**src/rtl/nd_pkg.sv**
```systemverilog
package nd_pkg;
  typedef enum logic [1:0] {
    ST_IDLE = 2'd0,
    ST_RUN  = 2'd1,
    ST_FIN  = 2'd2
  } nd_state_e;

  typedef struct packed {
    logic dz;
    logic ovf;
  } nd_flags_t;
endpackage

```
**src/rtl/nd_step.sv**
```systemverilog
// One restoring step: trial-subtract the divisor from the top W+1 bits
// of the partial remainder pair, then shift the pair left by one.
module nd_step #(
  parameter int W = 16
) (
  input  logic [W-1:0] hi,
  input  logic [W-1:0] lo,
  input  logic [W-1:0] dvs,
  output logic [W-1:0] hi_nx,
  output logic [W-1:0] lo_nx,
  output logic         spill
);
  logic [W:0]   cand;
  logic [W+1:0] sub;
  logic         borrow;

  always_comb begin
    cand   = {hi, lo[W-1]};
    sub    = {1'b0, cand} - {2'b00, dvs};
    borrow = sub[W+1];
    hi_nx  = borrow ? cand[W-1:0] : sub[W-1:0];
    lo_nx  = {lo[W-2:0], ~borrow};
    // A kept difference wider than W bits means the hi<dvs invariant broke.
    spill  = ~borrow & sub[W];
  end
endmodule

```
**src/rtl/nd_ctrl.sv**
```systemverilog
module nd_ctrl
  import nd_pkg::*;
#(
  parameter int W = 16
) (
  input  logic clk,
  input  logic rst_n,
  input  logic start,
  output logic busy,
  output logic load,
  output logic iterate,
  output logic finish
);
  localparam int CW = (W > 1) ? $clog2(W) : 1;
  localparam logic [CW-1:0] LAST = CW'(W - 1);

  nd_state_e state_q, state_d;
  logic [CW-1:0] cnt_q, cnt_d;

  always_comb begin
    state_d = state_q;
    cnt_d   = cnt_q;
    load    = 1'b0;
    iterate = 1'b0;
    finish  = 1'b0;
    unique case (state_q)
      ST_IDLE: begin
        if (start) begin
          load    = 1'b1;
          cnt_d   = '0;
          state_d = ST_RUN;
        end
      end
      ST_RUN: begin
        iterate = 1'b1;
        cnt_d   = cnt_q + 1'b1;
        if (cnt_q == LAST) state_d = ST_FIN;
      end
      ST_FIN: begin
        finish  = 1'b1;
        state_d = ST_IDLE;
      end
      default: state_d = ST_IDLE;
    endcase
  end

  always_ff @(posedge clk or negedge rst_n) begin
    if (!rst_n) begin
      state_q <= ST_IDLE;
      cnt_q   <= '0;
    end else begin
      state_q <= state_d;
      cnt_q   <= cnt_d;
    end
  end

  assign busy = (state_q != ST_IDLE);

  assert_accept_R2: assert property (@(posedge clk) disable iff (!rst_n)
    start && !busy |=> busy);

  assert_run_length_R3: assert property (@(posedge clk) disable iff (!rst_n)
    $rose(state_q == ST_FIN) |-> $past(cnt_q) == LAST && $past(state_q) == ST_RUN);

  assert_fin_ends_R3: assert property (@(posedge clk) disable iff (!rst_n)
    finish |=> !busy);
endmodule

```
**src/rtl/nd_result.sv**
```systemverilog
module nd_result
  import nd_pkg::*;
#(
  parameter int W = 16
) (
  input  logic         clk,
  input  logic         rst_n,
  input  logic         finish,
  input  nd_flags_t    flags,
  input  logic [W-1:0] hi,
  input  logic [W-1:0] lo,
  output logic         done,
  output logic [W-1:0] quotient,
  output logic [W-1:0] remainder,
  output logic         overflow,
  output logic         div_zero
);
  always_ff @(posedge clk or negedge rst_n) begin
    if (!rst_n) begin
      done      <= 1'b0;
      quotient  <= '0;
      remainder <= '0;
      overflow  <= 1'b0;
      div_zero  <= 1'b0;
    end else begin
      done <= finish;
      if (finish) begin
        div_zero <= flags.dz;
        overflow <= flags.ovf & ~flags.dz;
        if (flags.dz || flags.ovf) begin
          quotient  <= '1;
          remainder <= '1;
        end else begin
          quotient  <= lo;
          remainder <= hi;
        end
      end
    end
  end

  assert_done_pulse_R3: assert property (@(posedge clk) disable iff (!rst_n)
    done |=> !done);

  assert_hold_R7: assert property (@(posedge clk) disable iff (!rst_n)
    !done |-> $stable(quotient) && $stable(remainder) && $stable(overflow) && $stable(div_zero));

  assert_dz_ones_R6: assert property (@(posedge clk) disable iff (!rst_n)
    done && div_zero |-> quotient == '1 && remainder == '1 && !overflow);

  assert_ovf_ones_R5: assert property (@(posedge clk) disable iff (!rst_n)
    done && overflow |-> quotient == '1 && remainder == '1 && !div_zero);
endmodule

```
**src/rtl/narrow_div.sv**
```systemverilog
module narrow_div
  import nd_pkg::*;
#(
  parameter int W = 16
) (
  input  logic           clk,
  input  logic           rst_n,
  input  logic           start,
  input  logic [2*W-1:0] dividend,
  input  logic [W-1:0]   divisor,
  output logic           busy,
  output logic           done,
  output logic [W-1:0]   quotient,
  output logic [W-1:0]   remainder,
  output logic           overflow,
  output logic           div_zero
);
  localparam int DW = 2 * W;

  logic         load, iterate, finish, spill;
  logic [W-1:0] hi_q, lo_q, dvs_q, hi_nx, lo_nx;
  nd_flags_t    flags_q;
  logic         skip;

  nd_ctrl #(.W(W)) u_ctrl (
    .clk     (clk),
    .rst_n   (rst_n),
    .start   (start),
    .busy    (busy),
    .load    (load),
    .iterate (iterate),
    .finish  (finish)
  );

  nd_step #(.W(W)) u_step (
    .hi    (hi_q),
    .lo    (lo_q),
    .dvs   (dvs_q),
    .hi_nx (hi_nx),
    .lo_nx (lo_nx),
    .spill (spill)
  );

  assign skip = flags_q.dz | flags_q.ovf;

  always_ff @(posedge clk or negedge rst_n) begin
    if (!rst_n) begin
      hi_q    <= '0;
      lo_q    <= '0;
      dvs_q   <= '0;
      flags_q <= '0;
    end else if (load) begin
      hi_q        <= dividend[DW-1:W];
      lo_q        <= dividend[W-1:0];
      dvs_q       <= divisor;
      flags_q.dz  <= (divisor == '0);
      flags_q.ovf <= (divisor != '0) && (dividend[DW-1:W] >= divisor);
    end else if (iterate && !skip) begin
      hi_q <= hi_nx;
      lo_q <= lo_nx;
    end
  end

  nd_result #(.W(W)) u_result (
    .clk       (clk),
    .rst_n     (rst_n),
    .finish    (finish),
    .flags     (flags_q),
    .hi        (hi_q),
    .lo        (lo_q),
    .done      (done),
    .quotient  (quotient),
    .remainder (remainder),
    .overflow  (overflow),
    .div_zero  (div_zero)
  );

  assert_partial_below_R4: assert property (@(posedge clk) disable iff (!rst_n)
    busy && !skip |-> hi_q < dvs_q && !spill);

  assert_rem_below_R8: assert property (@(posedge clk) disable iff (!rst_n)
    done && !overflow && !div_zero |-> remainder < dvs_q);

  assert_flags_excl_R6: assert property (@(posedge clk) disable iff (!rst_n)
    !(overflow && div_zero));

  assert_no_busy_done_R3: assert property (@(posedge clk) disable iff (!rst_n)
    !(busy && done));
endmodule

```
**config.mk**
```make
export PLATFORM = sky130hd
export DESIGN_NAME = narrow_div
export DESIGN_NICKNAME = d
export VERILOG_FILES = /design/src/rtl/nd_pkg.sv /design/src/rtl/nd_step.sv /design/src/rtl/nd_ctrl.sv /design/src/rtl/nd_result.sv /design/src/rtl/narrow_div.sv
export SDC_FILE = /design/constraint.sdc
export NUM_CORES = 1
export LEC_CHECK = 0
export ABC_AREA = 1
export BUFFER_PORTS_ARGS = -buffer_cell sky130_fd_sc_hd__buf_2
export CAP_MARGIN = 5
export CORE_MARGIN = 2
export CORE_UTILIZATION = 46
export CTS_CLUSTER_SIZE = 16
export DETAILED_ROUTE_END_ITERATION = 8
export PLACE_DENSITY = 0.78
export SLEW_MARGIN = 0
export SYNTH_ARGS = -nofsm -noshare
export SYNTH_HDL_FRONTEND = slang
export SYNTH_SLANG_ARGS = --single-unit
```
**constraint.sdc**
```tcl
create_clock -name clk -period 5.5 [get_ports clk]
set_input_delay 0.275 -clock clk [delete_from_list [all_inputs] [get_ports clk]]
set_output_delay 0.275 -clock clk [all_outputs]
set_load 0.03 [all_outputs]
```
==> results.md <==
Logic synthesis:
- The number of synthesized flops with an enable pin is 0.
- The area of the mapped netlist is 5440 um^2.
- Yosys attributes the largest share of cell area to dfrtp_1 (42%), nand2_1 (13%), ha_1 (7.6%).
- The dominant synthesized flop cell is dfrtp_1.
- For this run, asynchronously set or reset flops after synthesis account for 1.00.
- The largest total area in the synthesized netlist belongs to dfrtp_1.
- Yosys printed 0 warnings.
- The number of cells produced by synthesis is 715.
- The area fraction of the dominant cell type after synthesis is 0.419.
- The number of distinct library cell variants in the gate-level netlist after synthesis is 42.
- The sequential-to-total area share from yosys stat is 0.419.
- The post-synthesis sequential element count is 91.
- By count the netlist is led by nand2_1 (195), inv_1 (98), dfrtp_1 (91).
- The post-synthesis area per instance is 7.61 um^2.
- The most common cell in the synthesized netlist is nand2_1.
- Synthesis produced a netlist with a net count of 800.

Clocking:
- TritonCTS built the clock tree.
- The number of levels in the clock H-tree is 3.
- The post-CTS clock slew at the launch and capture registers of the worst setup and hold paths is 0.07 ns.
- The post-cts gate resize count is 0.
- The clock reaches the later pin of the worst-skew pair after 0.35 ns.
- Counting the buffers created by CTS gives 9.
- The post-cts hold buffer count is 1.
- The tree is rooted in a clkbuf_16.
- The maximum number of buffers from clock root to sink is 2.
- The count of buffers added by post-CTS timing repair for setup is 0.
- The clock sink total is 91.

Min path:
- In this run the worst hold path is classified as in -> reg.
- The origin of the worst min-delay path is dividend[2].
- Counting instances, the worst hold path has a depth of 3.

Pwr:
- In this run the static leakage power is 3.42 nW.
- In this run the power density over the cells is 665 nW/um^2.
- The worst-case IR drop observed on VDD is 0.000220 V.

Critical path:
- The setup path with the least slack is of type reg -> reg.
- Walking the worst path, the cells encountered are nor2_1 > nand2_2 > buf_4 > inv_2 > a21oi_4 > inv_2 > o21ai_0 > inv_1 > nand2_1 > o21ai_1.
- The worst register-to-register path begins at u_ctrl.state_q[0].
- The largest stage delay on the critical path is 0.63 ns.
- The end point of the critical path is hi_q[7].
- The data arrival time of the worst path is 3.22 ns.
- STA classifies the critical path startpoint as a register.
- The most repeated library cell on the critical path is inv_2.
- STA puts the critical path data required time at 5.73 ns.
- The largest individual stage delay along the critical path comes from the cell buf_4.
- The critical-path maximum fanout is 90.
- For flop-to-flop paths, the worst setup slack is 2.52 ns.
- The launch point of the worst path is u_ctrl.state_q[0].
- The worst reg2reg path depth is 10.
- STA classifies the critical path endpoint as a register.
- In this run the critical register-to-register path is captured at hi_q[7].

Job:
- The total of max-cap violations is 0.

STA:
- The worst-case headroom to the max-slew limit is 0.449.
- The minimum clock period is 2.98 ns.
- Dividing the final minimum period by the clock period gives 0.542.
- On the final layout, the worst clock skew is 0.00925 ns.
- The number of pins exceeding their max-slew limit in the final report is 0.
- Setup repair after global routing left no endpoint under its margin.
- The fmax is 335 MHz.
- The final setup TNS is 0 ns.
- Setup violations remaining at the end of the flow were counted as 0.
- The final hold violation count is 0.
- For the pin with the worst max-slew slack, the measured transition is 0.827 ns.

GRT:
- The global routing stage identified its most utilized layer as met2.
- The total congestion overflow after global routing is 0.
- The met3 demand-to-capacity share in global routing is 0.0418.
- The number of global-route vias before repair is 4630.
- The met2 track demand over resource in global routing is 0.343.
- The wire length of the first global-routing pass is 22400 um.
- In the global route stage, met1 resource usage came out at 0.314.
- The initial antenna violation count is 0.
- The total routing resource utilization after global routing is 0.220.
- Entering global routing, the biggest net connects 91 pins.

Drt:
- The count of nets left with antenna violations once routing finished came out at 0.
- The via total after detailed routing is 4875.
- After detailed routing, the average wire length per cell comes to 14.4 um.
- Dividing the detail-routed via count by the number of cells gives 5.20.
- The violation count after the first detailed-routing iteration is 330.
- The first-pass iteration count of the detailed router is 5.
- After detailed routing, the number of remaining DRC violations is 0.
- The aggregate routed wire length is 13500 um.

Placed design:
- The detailed placement HPWL is 9970 um.
- After detailed placement, the design holds a cell count of 921.
- The congestion estimate from routability-driven global placement came to 0.967.
- Once placement finished, the instance area stood at 5940 um^2.
- The count of input and output buffers is 86.

Die:
- The die footprint is 12700 um^2.
- The row count is 39.
- The floorplan step defined a core boundary enclosing 11500 um^2.
- The die is 113 um wide.
- The overall die height is 113 um.
- The initial core utilization is 0.474.
- During I/O placement, the number of pins put on the boundary was 87.

Final layout:
- In the final layout, the share of cells above drive strength 1 is 0.170.
- Leaving out filler cells and counting taps, the final layout contains 938.
- The synthesis-to-finish area growth is 14.9%.
- The number of nets in the final layout is 875.
- The final instance area is 6250 um^2.
- The number of diodes is 0.
- The filler cell count is 1072.

Status:
- The run finished with clean final reports.
==> worst max-delay path, delay by kind of cell (launching register included) <==
family | cells | cell delay (ns)
buffers and inverters | 4 | 1.37
AOI/OAI and AO/OA | 3 | 0.89
DFF | 1 | 0.38
and+or+nand+nor | 3 | 0.19
==> worst min-delay path by stage <==
stage | end | slack [ns]
final | lo_q[2] | 0.17
after floorplan | dvs_q[0] | -0.02
after global routing | lo_q[2] | 0.18
after global placement | u_ctrl.state_q[1] | 0.30
after detailed placement | u_ctrl.cnt_q[3] | 0.29
after CTS | lo_q[2] | 0.17
==> cell type report <==
| cell class | count | area (um^2) | area share |
|---|---|---|---|
| clock inverters | 5 | 43.8 | 0.00701 |
| well taps | 143 | 179 | 0.0286 |
| multi-input cells | 495 | 2640 | 0.423 |
| flip-flops and latches | 91 | 2280 | 0.365 |
| repair buffers | 90 | 465 | 0.0745 |
| inverters | 103 | 387 | 0.0619 |
| clock buffers | 11 | 253 | 0.0405 |
==> cells by family (layout without fill, tap and decap cells) <==
family,after synthesis,in the layout,share of synthesized area
adders and majority gates,34,34,0.0796
AOI/OAI and AO/OA,126,126,0.130
buffers and inverters,129,209,0.0957
and+or+nand+nor,327,327,0.263
DFF,91,91,0.419
xor gates and xnor gates,8,8,0.0129
==> layout by cell type (no fill, tap or decap), types with 5 or more instances in the layout <==
cell type	n
nor2_1	52
o22ai_1	10
clkbuf_16	9
nand4_1	9
a31oi_1	12
o21ai_0	59
a21oi_1	29
o21ai_1	5
ha_1	33
buf_2	85
inv_2	5
inv_1	98
nand2_1	195
nand3_1	37
dfrtp_1	91
nor3_1	6
or2_2	6
xnor2_1	5
==> report_power, final <==
group          switching (W)  internal, W
Clock               0.000280     0.000337
Combinational        0.00155     0.000832
Sequential          0.000203     0.000954
Total                0.00203      0.00212
==> stage by stage <==
step	hold slack [ns]	total power (W)	util	setup WS [ns]
3_5_place_dp	0.295	0.00352	0.518	2.53
4_1_cts	0.170	0.00415	0.545	2.52
3_3_place_gp	0.297	0.00347	0.518	2.62
6_report	0.170	0.00415	0.545	2.52
2_1_floorplan	-0.0206	0.00301	-	3.70
5_1_grt	0.177	0.00455	0.545	2.23
==> routing by layer <==
metal  up-vias  routed length, um
met5         -                  0
met4         0                168
met3        11                829
met2       149               6250
met1      2245               6250
li1       2470                  -
==> registers in the layout, indices dropped and copies added, names as in the netlist <==
signal              flops
dvs_q                  16
u_ctrl.cnt_q            4
u_ctrl.state_q          2
lo_q                   16
u_result.quotient      16
flags_q                 2
u_result.div_zero       1
u_result.done           1
u_result.remainder     16
u_result.overflow       1
hi_q                   16
No activity file was read; power rests on OpenSTA's default activity.
